==> src/rtl/wpr_pkg.sv <==
package wpr_pkg;

    // Load source selected for the next position value
    typedef enum logic [1:0] {
        SRC_NONE   = 2'd0,
        SRC_RECALL = 2'd1,
        SRC_HOST   = 2'd2,
        SRC_XFER   = 2'd3
    } wpr_src_e;

endpackage

==> src/rtl/wpr_src_mux.sv <==
module wpr_src_mux
    import wpr_pkg::*;
#(
    parameter int POS_W    = 6,
    parameter int NUM_BANK = 4,
    parameter int SEL_W    = $clog2(NUM_BANK)
) (
    input  logic                      recall_i,
    input  logic                      host_wr_i,
    input  logic [POS_W-1:0]          host_val_i,
    input  logic                      xfer_i,
    input  logic [SEL_W-1:0]          xfer_sel_i,
    input  logic [NUM_BANK*POS_W-1:0] bank_i,
    output wpr_src_e                  src_o,
    output logic [POS_W-1:0]          val_o
);

    logic [POS_W-1:0] slot [NUM_BANK];

    for (genvar k = 0; k < NUM_BANK; k++) begin : g_slot
        assign slot[k] = bank_i[k*POS_W +: POS_W];
    end

    // Fixed precedence: recall, host write, transfer
    always_comb begin
        src_o = SRC_NONE;
        val_o = '0;
        if (recall_i) begin
            src_o = SRC_RECALL;
            val_o = slot[0];
        end else if (host_wr_i) begin
            src_o = SRC_HOST;
            val_o = host_val_i;
        end else if (xfer_i) begin
            src_o = SRC_XFER;
            val_o = slot[xfer_sel_i];
        end
    end

endmodule

==> src/rtl/wpr_stepper.sv <==
module wpr_stepper #(
    parameter int POS_W = 6
) (
    input  logic [POS_W-1:0] pos_i,
    input  logic             up_i,
    output logic [POS_W-1:0] pos_o
);

    localparam logic [POS_W-1:0] TOP = {POS_W{1'b1}};
    localparam logic [POS_W-1:0] BOT = '0;

    // Saturating single step in either direction
    always_comb begin
        pos_o = pos_i;
        if (up_i) begin
            if (pos_i != TOP) pos_o = pos_i + POS_W'(1);
        end else begin
            if (pos_i != BOT) pos_o = pos_i - POS_W'(1);
        end
    end

endmodule

==> src/rtl/wpr_tap_dec.sv <==
module wpr_tap_dec #(
    parameter int POS_W = 6,
    parameter int TAPS  = 1 << POS_W
) (
    input  logic             clk,
    input  logic             rst_n,
    input  logic [POS_W-1:0] pos_i,
    output logic [TAPS-1:0]  tap_o
);

    logic [TAPS-1:0] tap_d, tap_q;

    for (genvar i = 0; i < TAPS; i++) begin : g_tap
        assign tap_d[i] = (pos_i == POS_W'(i));
    end

    always_ff @(posedge clk or negedge rst_n) begin
        if (!rst_n) tap_q <= TAPS'(1);
        else        tap_q <= tap_d;
    end

    assign tap_o = tap_q;

endmodule

==> src/rtl/wiper_pos_reg.sv <==
module wiper_pos_reg
    import wpr_pkg::*;
#(
    parameter int POS_W    = 6,
    parameter int NUM_BANK = 4,
    localparam int SEL_W   = $clog2(NUM_BANK),
    localparam int TAPS    = 1 << POS_W
) (
    input  logic                      clk,
    input  logic                      rst_n,
    input  logic                      recall_i,
    input  logic                      host_wr_i,
    input  logic [POS_W-1:0]          host_val_i,
    input  logic                      xfer_i,
    input  logic [SEL_W-1:0]          xfer_sel_i,
    input  logic [NUM_BANK*POS_W-1:0] bank_i,
    input  logic                      step_i,
    input  logic                      step_up_i,
    output logic [POS_W-1:0]          pos_o,
    output logic [TAPS-1:0]           tap_o
);

    typedef struct packed {
        logic [POS_W-1:0] pos;
        logic             pend;   // automatic recall still owed after reset
    } wpr_state_t;

    wpr_state_t       st_d, st_q;
    wpr_src_e         src;
    logic [POS_W-1:0] load_val;
    logic [POS_W-1:0] step_val;

    wpr_src_mux #(
        .POS_W   (POS_W),
        .NUM_BANK(NUM_BANK),
        .SEL_W   (SEL_W)
    ) u_mux (
        .recall_i  (recall_i | st_q.pend),
        .host_wr_i (host_wr_i),
        .host_val_i(host_val_i),
        .xfer_i    (xfer_i),
        .xfer_sel_i(xfer_sel_i),
        .bank_i    (bank_i),
        .src_o     (src),
        .val_o     (load_val)
    );

    wpr_stepper #(
        .POS_W(POS_W)
    ) u_step (
        .pos_i(st_q.pos),
        .up_i (step_up_i),
        .pos_o(step_val)
    );

    always_comb begin
        st_d      = st_q;
        st_d.pend = 1'b0;
        if (src != SRC_NONE) begin
            st_d.pos = load_val;
        end else if (step_i) begin
            st_d.pos = step_val;
        end
    end

    always_ff @(posedge clk or negedge rst_n) begin
        if (!rst_n) begin
            st_q.pos  <= '0;
            st_q.pend <= 1'b1;
        end else begin
            st_q <= st_d;
        end
    end

    wpr_tap_dec #(
        .POS_W(POS_W),
        .TAPS (TAPS)
    ) u_dec (
        .clk  (clk),
        .rst_n(rst_n),
        .pos_i(st_q.pos),
        .tap_o(tap_o)
    );

    assign pos_o = st_q.pos;

endmodule

==> config.mk <==
export PLATFORM = sky130hd
export DESIGN_NAME = wiper_pos_reg
export DESIGN_NICKNAME = d
export VERILOG_FILES = /design/src/rtl/wpr_pkg.sv /design/src/rtl/wpr_src_mux.sv /design/src/rtl/wpr_stepper.sv /design/src/rtl/wpr_tap_dec.sv /design/src/rtl/wiper_pos_reg.sv
export SDC_FILE = /design/constraint.sdc
export NUM_CORES = 1
export LEC_CHECK = 0
export BUFFER_PORTS_ARGS = -buffer_cell sky130_fd_sc_hd__buf_2
export CORE_MARGIN = 2
export CORE_UTILIZATION = 49
export DETAILED_ROUTE_END_ITERATION = 8
export GPL_ROUTABILITY_DRIVEN = 0
export PLACE_DENSITY = 0.79
export SLEW_MARGIN = 20
export SYNTH_ARGS = -nofsm -noshare
export SYNTH_HDL_FRONTEND = slang
export SYNTH_HIERARCHICAL = 1
export SYNTH_SLANG_ARGS = --single-unit
==> constraint.sdc <==
create_clock -name clk -period 2.25 [get_ports clk]
set_clock_uncertainty 0.05 [all_clocks]
set_input_delay 0.1125 -clock clk [delete_from_list [all_inputs] [get_ports clk]]
set_output_delay 0.1125 -clock clk [all_outputs]
set_load 0.02 [all_outputs]
Yosys cells after proc, flatten, opt, wreduce, memory -nomap -nowiden
Index checks and enable logic that the tools add are counted.
{"block": "op_classes", "n_lt_le_gt_ge": 1, "reduce_logical": 6, "n_bitwise": 2, "n_eq_ne": 65, "addsub": 2, "muxes": 14}
{"op": "6-bit == test (second input constant)", "count": 32}
{"op": "6-bit by 5-bit == test with 1-bit output (second input constant)", "count": 16}
{"op": "6-bit two-way mux", "count": 10}
{"op": "6-bit by 4-bit == test with 1-bit output (second input constant)", "count": 8}
{"op": "6-bit by 3-bit == test with 1-bit output (second input constant)", "count": 4}
{"op": "6-bit binary-select mux with 2-bit select", "count": 1}
{"op": "6-bit by 2-bit == test with 1-bit output (second input constant)", "count": 2}
{"op": "6-bit by 1-bit adder with 6-bit output (second input constant)", "count": 1}
{"op": "6-bit by 1-bit == test with 1-bit output (second input constant)", "count": 1}
{"op": "6-bit zero test", "count": 1}
{"op": "2-bit two-way mux", "count": 3}
{"op": "6-bit inequality test (second input constant)", "count": 1}
{"op": "6-bit nonzero test", "count": 1}
{"op": "6-bit by 1-bit subtractor with 6-bit output (second input constant)", "count": 1}
{"op": "2-bit nonzero test", "count": 2}
{"op": "3-bit >= comparator (second input constant)", "count": 1}
{"op": "3-bit by 1-bit inequality test with 1-bit output (second input constant)", "count": 1}
{"op": "2-bit NOT with 3-bit output", "count": 1}
{"op": "3-bit AND reduction", "count": 1}
{"op": "3-bit nonzero test", "count": 1}
{"op": "1-bit OR", "count": 1}
{"block": "word_totals", "reg_bits": 71, "out_inout_bits": 70, "elab_cells": 93}

Depth between registers and ports, before layout
{"block": "depth", "word_depth": 8, "mapped_depth": 8}

By module
The synthesis kept the hierarchy.
{"mod": "wpr_tap_dec", "n_inst": 1, "area_per_inst_um2": 2068.2, "cells_per_inst": 159, "seq_area_each_um2": 1602.8}
{"mod": "wiper_pos_reg", "n_inst": 1, "area_per_inst_um2": 365.4, "cells_per_inst": 35, "seq_area_each_um2": 176.4}
{"mod": "wpr_src_mux", "n_inst": 1, "area_per_inst_um2": 314.1, "cells_per_inst": 30, "seq_area_each_um2": 0.0}
{"mod": "wpr_stepper", "n_inst": 1, "area_per_inst_um2": 311.5, "cells_per_inst": 45, "seq_area_each_um2": 0.0}

Worst setup path before layout
Ideal clock, no wire load.
{"block": "synth_path", "path_kind": "reg2reg", "startpoint": "reg st_q, in the netlist pos_o[0]", "endpoint": "reg st_q, in the netlist pos_o[0]", "period_less_slack_ps": 2022, "required_time_ps": 2075, "stages_incl_launch_ff": 9, "slack_ps": 228, "arrival_ps": 1847, "n_path_buf": 0, "setup_ps": 125, "path_cell_list": "dfrtp_1 inv_1 ha_1 or3b_1 nor4_1 a21oi_1 xnor2_1 mux2i_1 o21ai_1"}
{"block": "synth_via", "elab_chain_cells": 5}
{"item": "start: declaration", "line_no": "wiper_pos_reg.sv:28", "rtl": "wpr_state_t st_d, st_q;"}
{"item": "start signal: assignment", "line_no": "wiper_pos_reg.sv:71", "rtl": "st_q <= st_d;"}
{"item": "6-bit by 1-bit subtractor with 6-bit output / 6-bit by 1-bit adder with 6-bit output (equally long branches)", "line_no": "wpr_stepper.sv:18, wpr_stepper.sv:16"}
{"item": "6-bit two-way mux, on equally long branches", "line_no": "wpr_stepper.sv:18, wpr_stepper.sv:16"}
{"item": "6-bit two-way mux (*)", "line_no": "wpr_stepper.sv:15", "rtl": "if (up_i) begin"}
{"item": "net step_val[0]", "line_no": "wiper_pos_reg.sv:31", "rtl": "logic [POS_W-1:0] step_val;"}
{"item": "6-bit two-way mux (*)", "line_no": "wiper_pos_reg.sv:61", "rtl": "end else if (step_i) begin"}
{"item": "6-bit two-way mux (*)", "line_no": "wiper_pos_reg.sv:59", "rtl": "if (src != SRC_NONE) begin"}
Mark *: on every way through the listed nets, which the timed path passes. The rest lies on a longest branch. The select of a mux whose other input is x is not followed.
A chain may end at the register's enable or synchronous reset.

Final worst setup path
{"block": "layout_path", "startpoint": "reg st_q, in the netlist pos_o[1]", "endpoint": "reg st_q, in the netlist pos_o[1]"}
Same word-level chain as after synthesis.

==> summary.txt <==
Cells and area
  – Post-layout nets: ~420
  – Final Util: between 60% and 70%
  – Fill count: about 460
  – Fraction of layout cells with a size suffix above 1: 40.0%
  – Syn-to-layout area delta: 27.4%
  – Most common cell after layout, fill and taps aside: buf_2
  – # diodes: 0
  – Commonest non-fill, non-tap cells in the layout: buf_2, dfrtp_1, nor2_1

Power and ir drop
  – Leakage Power: around 2.1 nW
  – Pwr dens: around 800 nW/µm²
  – Worst VDD drop: approximately 630 µV

Setup path
  – Crit path max fanout: 3
  – Worst EP arrival: between 2 and 2.5 ns
  – Reg2reg path depth: 8
  – WS Path Type: register to register
  – Crit-path max cell delay: around 0.40 ns
  – Endpoint class of the critical path: register
  – Startpoint Class: register
  – Crit path required time: about 2.5 ns
  – Highest-delay cell along the critical path: or3b_1
  – Crit-path cells: inv_1 -> ha_2 -> or3b_1 -> o311ai_1 -> o31ai_1 -> a211oi_1 -> mux2i_1 -> o21ai_1

Logic synthesis
  – Prevailing post-synth register cell: dfrtp_1
  – Warnings, synthesis: 6
  – Synth Net Count: around 310
  – Seq cells post-synth: just over 70
  – Cells after Synth: between 200 and 300
  – Post-Syn Area: between 3000 and 4000 µm²
  – FFs w/ async S/R, synth: between 90% and 100%
  – Post-synth top area cell: dfrtp_1
  – Syn_area_per_cell: 11.4 µm²
  – Yosys top cell area share: 56.4%
  – Largest cells by area after synthesis: dfrtp_1, nor2_1, mux4_2
  – Part of the Yosys area used for sequential elements: between 50 and 60%
  – Post-synth EDFFs: 0
  – Synth cell types: 46

STA
  – Worst Tran Pin Value: 0.741 ns
  – Crit path time final: 2.14 ns
  – Final hold vios: 0
  – Final worst-path cycle share: 95.3%
  – Max-slew violations: 0
  – Fin Hold WS: 0.118 ns
  – Count of final setup violators: 0
  – Fin Setup TNS: 0 ns
  – RSZ-0062 raised after global routing: no
  – Max_slew headroom: about half
  – Max Clk Rate: between 0.4 and 0.5 GHz

Status
  – Status: finished, final reports clean

Place
  – I/O Buffers: 108
  – Hpwl dp: roughly 4900 µm

Floorplanning
  – Std cell rows: 28
  – Top Ports: ~110
  – Full die area: a little under 7000 µm²
  – Die height: 83.0 µm
  – Core Area: ~6000 µm²
  – Initial Util: 51.1%
  – Die width: around 83 µm

GRT
  – Initial antenna violation count: 0
  – Largest net degree at the start of global routing: 32
  – Vias in the first global route: approximately 2.4k
  – GR Util All Layers: a little over a fifth
  – First-pass GRT wire length: approximately 12,000 µm
  – GRT overflow: 0

Clock tree
  – CTS Buffer Depth: 2
  – CTS tree: built
  – Clk pin slew, worst setup/hold paths: ~0.07 ns
  – Sink Count: just over 70
  – Clock Latency Late Sink: around 0.34 ns
  – H-Tree Depth: 3
  – Root buffer cell: clkbuf_8
  – TritonCTS buffer count: 9

Detailed routing
  – Drt initial violations: between 150 and 200
  – Vias: around 2.5k
  – DRT Pass-1 Iters: 4
  – DR vias/cell: 5.45
  – Antenna violation net count after detailed routing: 0
  – Residual DRC: 0
  – Total Wirelength: 7100 µm
  – WL/cell: 15.6 µm

Hold path
  – Hold Crit Class: input port to register
  – Worst hold path stage count: 4

Job
  – Max_cap viols: 0
==> state kept, by name (all words and copies together), names as in the netlist <==
register,flops
u_dec/tap_o,64
pos_o,6
st_q,1
==> kinds of logic after synthesis <==
logic type | after synthesis | synth area share (%)
simple gates | 121 | 21.7
flops | 71 | 58.2
compound gates | 33 | 7.53
buf+inv | 27 | 4.62
mux | 12 | 6.38
fa+ha+maj | 3 | 1.23
other cells | 1 | 0.123
xor+xnor | 1 | 0.286
==> report_power, final <==
group	switching (W)	total [W]	internal, W
registers	0.0000196	0.00134	0.00132
logic	0.000314	0.000499	0.000185
clock network	0.000483	0.00122	0.000739
total	0.000817	0.00306	0.00224
==> worst paths after layout <==
path | start | endpoint | slack (ns)
setup / recovery | pos_o[1]$_DFFE_PN0P_ | pos_o[1]$_DFFE_PN0P_ | 0.11
hold reg to reg | pos_o[5]$_DFFE_PN0P_ | pos_o[5]$_DFFE_PN0P_ | 0.70
hold / removal | bank_i[3] | pos_o[3]$_DFFE_PN0P_ | 0.12
min in group asynchronous | rst_n | u_dec/tap_o[29]$_DFF_PN0_ | 0.28
setup reg to reg | pos_o[1]$_DFFE_PN0P_ | pos_o[1]$_DFFE_PN0P_ | 0.11
max in group asynchronous | rst_n | u_dec/tap_o[26]$_DFF_PN0_ | 1.12
==> Yosys cell counts, types with 2 or more instances <==
master      n
buf_4       6
and2_1      6
nor2_1     69
o21ai_1     6
or4b_1      4
ha_1        3
and3b_1     6
mux4_2      6
nor4_1      2
inv_1       4
buf_6       2
buf_2       2
nand2b_1    2
nand2_1     4
nor2b_1     2
nand3_1     2
mux2i_1     6
a211oi_1    2
a211o_1     5
dfstp_2     2
nor3b_1     2
clkbuf_1   13
nand4_1     2
o21ai_0     7
or4_4       2
nand4bb_1   6
a21oi_1     3
nand4b_1    5
or2_2       3
dfrtp_1    69
==> area by class of cell <==
| class | count | area (µm²) | area share [%] |
|---|---|---|---|
| timing repair buffer | 118 | 618 | 15.9 |
| clock inverter | 7 | 121 | 3.11 |
| multi-input combinational | 171 | 1150 | 29.4 |
| inverter | 4 | 15.0 | 0.385 |
| tap | 75 | 93.8 | 2.41 |
| clock buffer | 9 | 124 | 3.18 |
| sequential | 71 | 1780 | 45.6 |
==> stage by stage <==
step / total power, W / instance area, µm² / cells / setup WS [ns]
6_report: 0.00306 / 3900 / 455 / 0.106
5_1_grt: 0.00317 / 3900 / 455 / 0.0101
4_1_cts: 0.00307 / 3890 / 455 / 0.104
3_5_place_dp: 0.00185 / 3630 / 438 / 0.113
3_3_place_gp: 0.00184 / 3630 / 438 / 0.227
2_1_floorplan: 0.00169 / 3060 / 269 / 0.228
==> repair_timing <==
item | 4_1_cts | 5_1_grt
endpoints found under the hold margin | 27 | 0
resized for setup | 0 | 3
hold buffers | 1 | 0
buffers inserted | 0 | 0
endpoints found under the setup margin | 0 | 3
==> metal layers <==
layer  up-vias  GRT usage (%)  part of all wire (%)
met4         0           9.54                   1.9
met3        12           5.07                   6.4
met2       107           35.7                    50
met5         -              0                     0
met1      1231           26.1                    41
li1       1132              -                     -
==> worst max-delay path, delay by kind of cell, from the launching register on <==
family          cells  cell delay [ns]
buf+inv             1             0.10
compound gates      4             0.80
mux                 1             0.11
simple gates        1             0.40
fa+ha+maj           1             0.22
flops               1             0.38
(Power assumes the default switching activity.)
